### config.mk
export PLATFORM = sky130hd
export DESIGN_NAME = callret_seq
export DESIGN_NICKNAME = d
export VERILOG_FILES = /design/src/rtl/callret_seq.sv
export SDC_FILE = /design/constraint.sdc
export NUM_CORES = 1
export LEC_CHECK = 0
export ABC_AREA = 1
export BUFFER_PORTS_ARGS = -buffer_cell sky130_fd_sc_hd__buf_2
export CORE_AREA = 2 2 284 286
export DETAILED_ROUTE_END_ITERATION = 6
export DIE_AREA = 0 0 286 288
export HOLD_SLACK_MARGIN = 0.05
export SETUP_SLACK_MARGIN = 0.5
export SYNTH_ARGS = -nofsm -noshare
export SYNTH_HDL_FRONTEND = slang
export SYNTH_SLANG_ARGS = --single-unit
### constraint.sdc
create_clock -name clk -period 5 [get_ports clk]
set_input_delay 0.25 -clock clk [delete_from_list [all_inputs] [get_ports clk]]
set_output_delay 0.25 -clock clk [all_outputs]
set_load 0.005 [all_outputs]
### src/rtl/callret_seq.sv
module callret_seq #(
  parameter int DW = 32,
  parameter int NREG = 12,
  parameter int CW = 8,
  parameter int PW = 16,
  parameter logic [DW-1:0] SP_INIT = 32'h0000_0100,
  parameter logic [DW-1:0] PC_INIT = 32'h0000_1000,
  localparam int IW = $clog2(NREG)
) (
  input  logic               clk,
  input  logic               rst_n,
  input  logic               call_go,
  input  logic               ret_go,
  input  logic [CW-1:0]      narg,
  input  logic [DW-1:0]      target,
  input  logic [NREG-1:0]    mask_in,
  input  logic [PW-1:0]      psw_in,
  input  logic [NREG*DW-1:0] gpr_in,
  output logic               mem_we,
  output logic               mem_re,
  output logic [DW-1:0]      mem_addr,
  output logic [DW-1:0]      mem_wdata,
  input  logic [DW-1:0]      mem_rdata,
  output logic               gpr_we,
  output logic [IW-1:0]      gpr_waddr,
  output logic [DW-1:0]      gpr_wdata,
  output logic               psw_we,
  output logic [PW-1:0]      psw_wdata,
  output logic [DW-1:0]      ap,
  output logic [DW-1:0]      fp,
  output logic [DW-1:0]      sp,
  output logic [DW-1:0]      pc,
  output logic               busy
);
  localparam logic [DW-1:0] STEP = DW'(4);
  localparam logic [NREG-1:0] KEEP = ~NREG'(1);

  typedef enum logic [3:0] {
    IDLE, C_ARGC, C_REGS, C_PC, C_FP, C_AP, C_MSK,
    R_MSK, R_AP, R_FP, R_PC, R_REGS
  } st_t;

  st_t             st;
  logic [DW-1:0]   wp, ap_q, fp_q, sp_q, pc_q, tgt_q;
  logic [NREG-1:0] pend, msk_q;
  logic [CW-1:0]   cnt_q;
  logic [PW-1:0]   psw_q;
  logic [IW-1:0]   hi, lo;
  logic            last;

  always_comb begin
    hi = '0;
    for (int i = 0; i < NREG; i++) if (pend[i]) hi = IW'(i);
    lo = '0;
    for (int i = NREG - 1; i >= 0; i--) if (pend[i]) lo = IW'(i);
  end

  assign last = (pend & (pend - 1'b1)) == '0;

  assign busy     = st != IDLE;
  assign mem_we   = st inside {C_ARGC, C_REGS, C_PC, C_FP, C_AP, C_MSK};
  assign mem_re   = st inside {R_MSK, R_AP, R_FP, R_PC, R_REGS};
  assign mem_addr = wp;

  always_comb begin
    case (st)
      C_ARGC:  mem_wdata = DW'(cnt_q);
      C_REGS:  mem_wdata = gpr_in[hi*DW +: DW];
      C_PC:    mem_wdata = pc_q;
      C_FP:    mem_wdata = fp_q;
      C_AP:    mem_wdata = ap_q;
      C_MSK:   mem_wdata = DW'({msk_q, psw_q});
      default: mem_wdata = '0;
    endcase
  end

  assign gpr_we    = st == R_REGS;
  assign gpr_waddr = lo;
  assign gpr_wdata = mem_rdata;
  assign psw_we    = st == R_MSK;
  assign psw_wdata = mem_rdata[PW-1:0];

  assign ap = ap_q;
  assign fp = fp_q;
  assign sp = sp_q;
  assign pc = pc_q;

  always_ff @(posedge clk) begin
    if (!rst_n) begin
      st    <= IDLE;
      wp    <= '0;
      pend  <= '0;
      msk_q <= '0;
      cnt_q <= '0;
      psw_q <= '0;
      tgt_q <= '0;
      ap_q  <= SP_INIT;
      fp_q  <= SP_INIT;
      sp_q  <= SP_INIT;
      pc_q  <= PC_INIT;
    end else begin
      case (st)
        IDLE: begin
          if (call_go) begin
            st    <= C_ARGC;
            wp    <= sp_q - STEP;
            pend  <= mask_in & KEEP;
            msk_q <= mask_in;
            cnt_q <= narg;
            psw_q <= psw_in;
            tgt_q <= target;
          end else if (ret_go) begin
            st <= R_MSK;
            wp <= fp_q;
          end
        end
        C_ARGC: begin
          wp <= wp - STEP;
          st <= (pend != '0) ? C_REGS : C_PC;
        end
        C_REGS: begin
          wp       <= wp - STEP;
          pend[hi] <= 1'b0;
          if (last) st <= C_PC;
        end
        C_PC: begin
          wp <= wp - STEP;
          st <= C_FP;
        end
        C_FP: begin
          wp <= wp - STEP;
          st <= C_AP;
        end
        C_AP: begin
          wp <= wp - STEP;
          st <= C_MSK;
        end
        C_MSK: begin
          ap_q <= sp_q - STEP;
          fp_q <= wp;
          sp_q <= wp;
          pc_q <= tgt_q + DW'(2);
          st   <= IDLE;
        end
        R_MSK: begin
          wp   <= wp + STEP;
          pend <= mem_rdata[PW +: NREG] & KEEP;
          sp_q <= ap_q + STEP;
          st   <= R_AP;
        end
        R_AP: begin
          wp   <= wp + STEP;
          ap_q <= mem_rdata;
          st   <= R_FP;
        end
        R_FP: begin
          wp   <= wp + STEP;
          fp_q <= mem_rdata;
          st   <= R_PC;
        end
        R_PC: begin
          wp   <= wp + STEP;
          pc_q <= mem_rdata;
          st   <= (pend != '0) ? R_REGS : IDLE;
        end
        R_REGS: begin
          wp       <= wp + STEP;
          pend[lo] <= 1'b0;
          if (last) st <= IDLE;
        end
        default: st <= IDLE;
      endcase
    end
  end
endmodule

==> results of run 1 <==
[final cells by class]
type                    instances  area, um2
diodes                         15       37.5
clock buffers                  40        847
inverters                     489       1840
flip-flops and latches        244       4880
multi-input cells            2366      12000
clock inverters                14        205
repair buffers                857       4840
fillers                      9114      53700
well taps                    1060       1330
[flip-flops by register name (all words and copies together), names as in the netlist, 8 cells and up]
| name | cells |
|---|---|
| pend | 12 |
| tgt_q | 32 |
| ap | 32 |
| cnt_q | 8 |
| fp | 32 |
| psw_q | 16 |
| sp | 32 |
| mem_addr | 32 |
| pc | 32 |
| msk_q | 12 |
[synth_stat cells (9+ instances only)]
library cell	number	area, um2
ha_1	31	388
xor2_1	49	429
nand4_1	65	407
buf_4	62	465
dfxtp_1	244	4880
nand3b_1	96	721
a21oi_1	200	1000
a31oi_1	82	513
o21ai_1	13	65.1
o21ai_0	266	1330
clkbuf_1	109	409
o211ai_1	21	158
buf_1	11	41.3
inv_1	470	1760
xnor2_1	9	78.8
or2_2	15	93.8
o22ai_1	36	225
nor3_1	29	145
nor2_1	334	1250
nand2_1	772	2900
buf_2	38	190
nor2_2	9	56.3
nand3_1	226	1130
inv_2	12	45.0
a221oi_1	57	499
[metal layers]
layer	vias up	part of all wire, %
li1	12300	-
met1	12600	38
met2	1300	48
met3	299	7.9
met4	14	6.2
met5	-	0.068
[kinds of logic (layout without fill, tap and decap cells)]
family | count (synthesis) | after routing | synth area share, %
AND/OR/NAND/NOR | 1566 | 1566 | 34.9
buffers and inverters | 713 | 1400 | 15.1
AO/OA/AOI/OAI | 710 | 710 | 20.7
flip-flops | 244 | 244 | 24.8
XOR/XNOR | 58 | 58 | 2.58
adder cells (fa/ha/maj) | 32 | 32 | 2.07
other | 0 | 15 | 0
[worst paths after layout]
check,from,end
setup reg to reg,st[0],pend[11]
hold / removal,mem_rdata[19],ap[19]
setup / recovery,pend[2],mem_wdata[10]
hold reg to reg,pend[0],pend[0]
[tightest hold or removal path: cells and delay by family]
family | cells | cell delay [ns]
buffers and inverters | 1 | 0.18
AND/OR/NAND/NOR | 1 | 0.09
AO/OA/AOI/OAI | 1 | 0.07
[power breakdown]
group	switching, mW	internal [mW]	total (mW)	leakage, nW
Combinational	8.50	3.29	11.8	10.1
Clock	0.950	1.44	2.39	0.521
Sequential	0.467	2.33	2.80	1.99
[timing repair]
action,4_1_cts,5_1_grt
hold buffers,78,0
setup endpoints to repair,0,29
hold endpoints to repair,90,0
gates resized for setup,0,1
==> flow_metrics.tcl, run 1 <==
set metrics [dict create \
    outcome "finished, final reports clean" \
    met1_usage_pct 35.6 \
    ioPinCount 737 \
    detail_route.wl_per_cell_um 26.8 \
    drt_pass1_iterations 6 \
    total_power_mw 17.0 \
    cts_buffer_depth 3 \
    crit_top_cell "nand2_1" \
    maxSlewViolCount 0 \
    grt_max_degree 83 \
    antenna_found_initial 32 \
    synth_flop_cell "dfxtp_1" \
    worstRegToRegCells 11 \
    grt_pass1_wl_mm 186 \
    syn_area_um2 19700 \
    yosysSeqAreaShare_pct 24.8 \
    drcViolationCount 0 \
    final_cell_mix "nand2_1, buf_2, inv_1" \
    io_buffers 736 \
    path_delay_family "simple AND/OR/NAND/NOR gates" \
    grt_pass1_vias 25100 \
    htree_levels 1 \
    dp_cells 4938 \
    placed_area_um2 24100 \
    final_antenna_net_count 0 \
    rows 104 \
    path_depth 19 \
    grt-busiest-layer "met2" \
    slew_headroom_pct 20.4 \
    cts_buffers 29 \
    tritoncts "built" \
    nets 4507 \
    synth_cell_type_count 51 \
    period_needed_ns 4.32 \
    synth_edf_count 0 \
    post-route-period-util_pct 86.4 \
    hold_ws_ns 0.0522 \
    worstMarginPinSlew_ns 1.19 \
    vdd_ir_drop_max_mv 0.554 \
    hold_depth 3 \
    hold_viol 0 \
    min_path_type "in -> reg" \
    areaGrowthSynthToFinish_pct 31.5 \
    yosysWarningCount 0 \
    cp-end-kind "output port" \
    maxCapViolCount 0 \
    rsz0062_at_grt "true" \
    crit_buf_inv 4 \
    synthCells 3323 \
    regToRegSetupSlack_ns 0.89 \
    drive_above_1_share_pct 22.3 \
    setup_viol 0 \
    cts_sinks 244 \
    crit_type "reg -> out" \
    cts_setup_buffers 0 \
    required_ns 4.75 \
    worstPathCellList "inv_2 -> nand2_1 -> nand2_1 -> nand2_1 -> nand2_1 -> nand2_1 -> nand2_1 -> nand2_2 -> nand2_4 -> nand2_4 -> a21oi_4 -> buf_4 -> nand2_1 -> nand3_1 -> nand2_1 -> inv_2 -> nand2_1 -> nand2_1 -> buf_2" \
    timing.final.ws_setup_ns 0.680 \
    start_util_pct 24.8 \
    critPathArrivalTime_ns 4.07 \
    p_leak_nw 12.6 \
    gr-usage-met2_pct 55.2 \
    final.setup.tns_ns 0 \
    synth.avg_cell_area_um2 5.94 \
    routed_wl_mm 136 \
    stdcell_count 5085 \
    async_flop_share_pct 0 \
    hpwlAfterDp_mm 110 \
    post-route-util_pct 32.6 \
    root_buffer "clkbuf_16" \
    num_vias 26400 \
    crit_path_top_delay_cell "a21oi_4" \
    startpoint_type "register" \
    dieArea_um2 82400 \
    core-area_um2 79600 \
    vias_per_cell 5.20 \
    die_h_um 288 \
    path_clk_slew_ns 0.07 \
    final.setup_skew_ns 0.0282 \
    fin_area_um2 25900 \
    path_max_fanout 37 \
    max_stage_delay_ns 0.81 \
    ys_ff_latch 244 \
    dp_worst_setup_slack_ns 1.05 \
    grt.total_usage_pct 31.4 \
    max_clock_freq_ghz 0.231 \
    overflow 0 \
    die_w_um 286 \
    final_common_cell "nand2_1" \
    synth_nets 3843 \
    gr-usage-met3_pct 6.49 \
    power_per_cell_area_nw_per_um2 654 \
    place_congestion 1.01 \
    drt-initial-drc-count 2646 \
    clk-insertion-delay-late_ns 0.59 \
]
No activity file was read; power rests on OpenSTA's default activity.
==> run 2: changes to the inputs <==
--- a/config.mk
+++ b/config.mk
@@ -7,11 +7,12 @@
 export LEC_CHECK = 0
 export ABC_AREA = 1
 export BUFFER_PORTS_ARGS = -buffer_cell sky130_fd_sc_hd__buf_2
-export CORE_AREA = 2 2 284 286
+export CORE_AREA = 2 2 285 287
 export DETAILED_ROUTE_END_ITERATION = 6
-export DIE_AREA = 0 0 286 288
+export DIE_AREA = 0 0 287 289
 export HOLD_SLACK_MARGIN = 0.05
 export SETUP_SLACK_MARGIN = 0.5
+export SKIP_LAST_GASP = 1
 export SYNTH_ARGS = -nofsm -noshare
 export SYNTH_HDL_FRONTEND = slang
 export SYNTH_SLANG_ARGS = --single-unit
==> run 2 against run 1 <==
Final cell count rose by 0.47%; largest cell class unchanged; highest routed layer unchanged; first-iteration DRC count fell by 9.6%; worst setup slack improved by 0.24 ns; sequential power barely moved.
==> flow_metrics.tcl, run 2 (same netlist as run 1, synthesis figures left out) <==
set metrics [dict create \
    grt.total_usage_pct 30.9 \
    drt-initial-drc-count 2392 \
    place_congestion 0.978 \
    cp-end-kind "output port" \
    slew_headroom_pct 8.10 \
    setup_viol 0 \
    antenna_found_initial 29 \
    worstMarginPinSlew_ns 1.37 \
    start_util_pct 24.7 \
    power_per_cell_area_nw_per_um2 643 \
    cts_sinks 244 \
    crit_path_top_delay_cell "a211oi_1" \
    final_cell_mix "nand2_1, buf_2, inv_1" \
    min_path_type "in -> reg" \
    hold_viol 0 \
    hold_end "fp[11]" \
    period_needed_ns 4.08 \
    r2r-start "st[2]" \
    cts_buffer_depth 3 \
    vdd_ir_drop_max_mv 0.505 \
    tritoncts "built" \
    clk-insertion-delay-late_ns 0.59 \
    fillers 9209 \
    rows 104 \
    rsz0062_at_grt "false" \
    drt_pass1_iterations 6 \
    drcViolationCount 0 \
    core-area_um2 79900 \
    cts_setup_buffers 0 \
    p_leak_nw 12.7 \
    hold_start "mem_rdata[11]" \
    htree_levels 1 \
    die_h_um 289 \
    path_clk_slew_ns 0.06 \
    vias_per_cell 5.19 \
    outcome "finished, final reports clean" \
    num_vias 26500 \
    areaGrowthSynthToFinish_pct 32.0 \
    r2r-end "pend[11]" \
    hold_ws_ns 0.0549 \
    grt_max_degree 126 \
    max_clock_freq_ghz 0.245 \
    maxCapViolCount 0 \
    ioPinCount 737 \
    startpoint_type "register" \
    die_w_um 287 \
    critPathArrivalTime_ns 3.83 \
    drive_above_1_share_pct 22.5 \
    post-route-period-util_pct 81.6 \
    hpwlAfterDp_mm 110 \
    hold_depth 3 \
    maxSlewViolCount 0 \
    final_common_cell "nand2_1" \
    detail_route.wl_per_cell_um 26.5 \
    overflow 0 \
    worstPathCellList "buf_4 -> inv_2 -> nor2_1 -> inv_1 -> nor2_1 -> inv_1 -> o22ai_1 -> a211oi_1 -> nand2_1 -> buf_2" \
    io_buffers 736 \
    path_max_fanout 11 \
    required_ns 4.75 \
    grt_pass1_vias 25100 \
    root_buffer "clkbuf_16" \
    final_antenna_net_count 0 \
    worstRegToRegCells 13 \
    final.setup.tns_ns 0 \
    grt_pass1_wl_mm 184 \
    final.setup_skew_ns 0.0279 \
    regToRegSetupSlack_ns 1.56 \
    dieArea_um2 82900 \
    routed_wl_mm 135 \
    nets 4529 \
    cts_buffers 29 \
    crit_type "reg -> out" \
    max_stage_delay_ns 1.07 \
]
[run 2: where the power goes]
group          switching, mW  internal (mW)
Combinational           8.36           3.36
Sequential             0.445           2.33
Clock                  0.918           1.31
[run 2: worst max path at each step]
stage | startpoint | endpoint | slack [ns] | cells past startpoint
after floorplan | st[3] | mem_addr[13] | 1.51 | 16
after global placement | pend[7] | mem_wdata[13] | 1.46 | 13
after detailed placement | pend[7] | mem_wdata[28] | 1.42 | 11
after CTS | pend[7] | mem_wdata[28] | 0.78 | 11
after global routing | pend[4] | mem_wdata[25] | 0.62 | 14
final | st[0] | mem_wdata[4] | 0.92 | 10
[run 2: per-stage QoR]
stage	instance area, um2	setup slack, ns	util [%]	std cells	power [mW]
final	26000	0.918	32.6	5109	16.7
after global routing	26000	0.622	32.6	5105	17.9
after CTS	26000	0.777	32.5	5090	16.6
after detailed placement	24100	1.42	30.2	4952	14.3
after global placement	24100	1.46	30.2	4952	14.3
after floorplan	19700	1.51	-	3323	9.90
[run 2: worst max-delay path, delay by kind of cell, from the launching register on]
family                 cells  cell delay, ns
AND/OR/NAND/NOR            3            0.54
flip-flops                 1            0.34
buffers and inverters      5            1.17
AO/OA/AOI/OAI              2            1.18
[run 2: timing repair]
action	CTS	global route
hold buffers	86	0
gates resized for setup	0	1
endpoints found under the setup margin	0	1
hold endpoints to repair	100	0
[run 2: per-layer routing]
layer	global-route usage, %	routed length [um]	vias to the layer above
met5	0	44	-
met4	19.3	9150	8
met3	7.88	12400	276
met2	53.5	64800	1407
met1	33.9	49000	12500
li1	-	-	12300
[run 2: layout make-up]
cell class              count  area, um2  share of cell area [%]
multi-input cells        2366      12000                    45.9
repair buffers            879       5000                    19.2
flip-flops and latches    244       4880                    18.8
inverters                 489       1840                    7.06
well taps                1060       1330                    5.10
clock buffers              39        833                    3.20
clock inverters            13        144                   0.553
diodes                     19       47.5                   0.183
